### config.mk
export PLATFORM = sky130hd
export DESIGN_NAME = sysctl_portb_reg
export DESIGN_NICKNAME = d
export VERILOG_FILES = /design/src/rtl/sysctl_portb_reg.sv
export SDC_FILE = /design/constraint.sdc
export NUM_CORES = 1
export LEC_CHECK = 0
export ABC_AREA = 1
export CAP_MARGIN = 20
export CORE_MARGIN = 10
export CORE_UTILIZATION = 40
export CTS_CLUSTER_SIZE = 14
export DETAILED_ROUTE_END_ITERATION = 10
export HOLD_SLACK_MARGIN = 0.1
export PLACE_DENSITY = 0.78
export SYNTH_ARGS = -nofsm -noshare
export SYNTH_HDL_FRONTEND = slang
export SYNTH_SLANG_ARGS = --single-unit
### constraint.sdc
create_clock -name clk -period 2.25 [get_ports clk]
set_input_delay 0.3375 -clock clk [delete_from_list [all_inputs] [get_ports clk]]
set_output_delay 0.3375 -clock clk [all_outputs]
set_load 0.02 [all_outputs]
### src/rtl/sysctl_portb_reg.sv
module sysctl_portb_reg #(
  parameter int SYNC_STAGES = 2
) (
  input  logic       clk,
  input  logic       rst_n,
  input  logic       wr_en,
  input  logic [7:0] wr_data,
  output logic [7:0] rd_data,
  input  logic       bus_err,
  input  logic       chan_chk_n,
  input  logic       tmr1_out,
  input  logic       tmr2_out,
  output logic       tmr2_gate,
  output logic       spkr_out,
  output logic       nmi_req
);

  localparam logic [3:0] CTRL_RST = 4'b1100;
  localparam logic [3:0] SYNC_RST = 4'b0010;

  logic [3:0] sync_q [SYNC_STAGES];
  logic [3:0] in_s;
  logic [3:0] ctrl;
  logic       tmr1_d, flip;
  logic       par_sts, chk_sts;
  logic       bus_err_s, chk_n_s, tmr1_s, tmr2_s;

  always_ff @(posedge clk or negedge rst_n) begin
    if (!rst_n) begin
      for (int i = 0; i < SYNC_STAGES; i++) sync_q[i] <= SYNC_RST;
    end else begin
      sync_q[0] <= {tmr2_out, tmr1_out, chan_chk_n, bus_err};
      for (int i = 1; i < SYNC_STAGES; i++) sync_q[i] <= sync_q[i-1];
    end
  end

  assign in_s      = sync_q[SYNC_STAGES-1];
  assign bus_err_s = in_s[0];
  assign chk_n_s   = in_s[1];
  assign tmr1_s    = in_s[2];
  assign tmr2_s    = in_s[3];

  wire clr_par = wr_en && wr_data[2];
  wire clr_chk = wr_en && wr_data[3];

  always_ff @(posedge clk or negedge rst_n) begin
    if (!rst_n) begin
      ctrl    <= CTRL_RST;
      tmr1_d  <= 1'b0;
      flip    <= 1'b0;
      par_sts <= 1'b0;
      chk_sts <= 1'b0;
    end else begin
      tmr1_d <= tmr1_s;
      if (tmr1_d && !tmr1_s) flip <= ~flip;
      if (wr_en) ctrl <= wr_data[3:0];
      if (clr_par)                      par_sts <= 1'b0;
      else if (!ctrl[2] && bus_err_s)   par_sts <= 1'b1;
      if (clr_chk)                      chk_sts <= 1'b0;
      else if (!ctrl[3] && !chk_n_s)    chk_sts <= 1'b1;
    end
  end

  assign rd_data   = {par_sts, chk_sts, tmr2_s, flip, ctrl};
  assign tmr2_gate = ctrl[0];
  assign spkr_out  = ctrl[1] & tmr2_s;
  assign nmi_req   = (par_sts & ~ctrl[2]) | (chk_sts & ~ctrl[3]);

endmodule

Yosys cells after proc, flatten, opt, wreduce, memory -nomap -nowiden
Cells that the tools add are included.
Widths: inputs -> output; s select.
{"block": "classes", "bitwise": 7, "n_reduce_logical": 11, "mux": 4}
{"op": "$logic_and 1x1->1", "count": 5}
{"op": "$logic_not 1->1", "count": 4}
{"op": "$mux 1", "count": 4}
{"op": "$reduce_bool 2->1", "count": 2}
{"op": "$and 1x1->1", "count": 3}
{"op": "$not 1->1", "count": 3}
{"op": "$or 1x1->1", "count": 1}
{"block": "totals", "elab_cells": 29, "output_inout_bits": 11, "regBits": 16, "inputBits": 15}

Longest topological paths before layout
{"block": "depth", "ltp_word": 4, "mapped_depth": 4, "depth_no_buf": 4}

Worst setup path before layout
No wires, ideal clock.
{"block": "synth_path", "path_kind": "reg2out", "start": "register ctrl[3]", "end": "output nmi_req", "path_buffers": 0, "arrival_ns": 0.907, "slack_ns": 1.006, "stages_incl_launch_ff": 4, "required_ns": 1.913, "cell_sequence": "dfstp_2 > inv_1 > nand2_1 > o21ai_0"}
{"block": "synth_via", "elab_chain_len": 3}
{"element": "start: declaration", "line_no": "23", "text": "logic [3:0] ctrl;"}
{"element": "start signal: assignment", "line_no": "56", "text": "if (wr_en) ctrl <= wr_data[3:0];"}
{"element": "$not 1->1", "line_no": "67", "text": "assign nmi_req = (par_sts & ~ctrl[2]) | (chk_sts & ~ctrl[3]);"}
{"element": "$and 1x1->1", "line_no": "67"}
{"element": "$or 1x1->1", "line_no": "67"}
{"element": "end: declaration", "line_no": "15", "text": "output logic nmi_req"}
No other way between the ends.

Final worst setup path
Same ends and word-level chain as after synthesis.

==> metrics <==
register area share after synthesis 0.715; Layout Nets 86; worst slack at placement 0.666 ns; number of CTS-inserted buffers 3; Hold Path Depth 0; largest net degree at the start of global routing 17; post-DP HPWL 907 um; clock share of power 0.290; synthesis-to-finish area growth 40.2%; DR DRC count 0; Post-synth EDFFs 0; initial antenna violation count 0; internal power 0.474 mW; first-pass GRT wire length 1900 um; Synth async-reset ratio 1.00; drt initial violations 3; IO Count 26; crit share post-route 0.839; Rows 13; die area 3320 um^2; data required time of the worst path 1.91 ns; Least-Margin Pin Slew 0.651 ns; crit path time final 1.89 ns; total number of vias 369; final setup margin 0.362 ns; clk root buf clkbuf_4; H-tree depth 1; top cell type's share of synthesized area 0.530; Hold Fails Final Rpt 0; P per Cell Area 795 nW/um^2; fin area 795 um^2; Setup TNS Final 0 ns; ANT cells 0; number of synthesis warnings 0; CTS tree done; outcome finished clean; Arrival @ worst endpoint 1.55 ns; Die X 57.6 um; top-count cell post-synth dfrtp_1; Max Cap Viol 0; CTS Hold Bufs 0; fmax 0.530 GHz; Starting Density 0.430; Max-Slew Margin vs Limit 0.564; Crit Path Max Fanout 3; Post-CTS Setup Inserts 0; switching share of power 0.250; Cell Area, Placed 758 um^2; CTS resizes 0; commonest cells in the netlist 12 x dfrtp_1, 10 x nand2_1, 9 x inv_1, 5 x buf_4, 5 x o21ai_0; Post-Synthesis Cell Area 567 um^2; final wirelength 1120 um; top cells by area, synth dfrtp_1 53%, dfstp_2 19%, buf_4 6.6%; drt via density 4.34; Final Max Slew Viols 0; Mapped Cells 50; #FFs+latches synth 16; Net Switching 0.158 mW; clk sink count 16; Net Count, Synth 65; ys flop type dfrtp_1; Comb pwr share 0.189; Leak 0.378 nW; GP Congestion 0.665; WL per Instance 13.2 um; CP Launch Type flop; fillers 101; Clk pin slew, worst setup/hold paths 0.09 ns; clock skew 0.00215 ns; critical path class reg -> out; Clk Latency, worst-skew pair 0.28 ns; clock buffer depth 2; Hold Path Class reg -> reg; Flop pwr share 0.520; reg2reg path depth 2; RSZ-0062 raised after global routing no; maximum vdd drop 443 uV; Syn Area/Cell 11.3 um^2; Final setup viols 0; area leader, netlist dfrtp_1; GRT overflow 0; vias in the first global route 438; storage element area 405 um^2; I/O Buffers 21; crit end category output pin; Die Y 57.6 um; TritonRoute pass-1 iters 3; DRT antenna net count 0; Total GRT Usage 0.0731; core area 1320 um^2; area of the multi-input gates 90.1 um^2; share of cells above drive strength 1 0.129; Cell variety after synth 9
[critical path, stage by stage (launching register included)]
cell             delay [ns]
dfstp_2                0.56
inv_1                  0.05
nand2_1                0.04
o21ai_0                0.07
clkdlybuf4s50_1        0.55
[area by class of cell]
type                    count  area share
multi-input cells          20       0.113
repair buffers             21       0.265
inverters                   9      0.0425
flip-flops and latches     16       0.510
clock buffers               4      0.0457
well taps                  15      0.0236
[power groups by stage]
| stage | Sequential (mW) | Clock (mW) | Combinational [mW] |
|---|---|---|---|
| floorplan | 0.338 | 0 | 0.0570 |
| global placement | 0.332 | 0 | 0.120 |
| detailed placement | 0.334 | 0 | 0.122 |
| CTS | 0.329 | 0.190 | 0.123 |
| global route | 0.332 | 0.200 | 0.130 |
| finish | 0.328 | 0.183 | 0.119 |
[cells in the final DEF, fill, tap and decap left out]
master,netlist,layout
clkbuf_8,0,1
o21ai_0,5,5
dfstp_2,4,4
inv_1,9,9
a21oi_2,1,1
clkbuf_4,0,3
nor2_1,3,3
nand3b_1,1,1
clkdlybuf4s50_1,0,21
nand2_1,10,10
dfrtp_1,12,12
[metrics by stage]
stage          instances  power (mW)  hold slack [ns]   util
2_1_floorplan         50       0.395           0.0419      -
3_3_place_gp          81       0.452            0.332  0.575
3_5_place_dp          81       0.456            0.335  0.575
4_1_cts               85       0.641            0.356  0.603
5_1_grt               85       0.663            0.363  0.603
6_report              85       0.631            0.354  0.603
[worst paths after layout]
check	end	from	slack (ns)
min reg2reg	in_s[2]	sync_q[6]	0.35
max in group asynchronous	ctrl[0]	rst_n	1.38
max reg2reg	ctrl[2]	ctrl[2]	1.37
min	in_s[2]	sync_q[6]	0.35
max	nmi_req	ctrl[3]	0.36
min in group asynchronous	ctrl[1]	rst_n	0.45
[per-layer routing]
metal / vias to the layer above / global-route usage / part of all wire
met5: - / 0 / 0
met4: 0 / 0.0503 / 0.0071
met3: 2 / 0.0370 / 0.092
met2: 14 / 0.115 / 0.49
met1: 169 / 0.0740 / 0.41
li1: 184 / - / -
[sequential cells by signal, summed over array words and instances, names as in the netlist]
register	count
in_s	4
par_sts	1
chk_sts	1
sync_q	4
ctrl	4
flip	1
tmr1_d	1
[cell families after synthesis]
| kind of cell | share of synthesized area |
|---|---|
| compound gates | 0.0596 |
| buf+inv | 0.126 |
| flops | 0.715 |
| simple gates | 0.0993 |
Note: power is estimated with default switching activity, not from simulation.
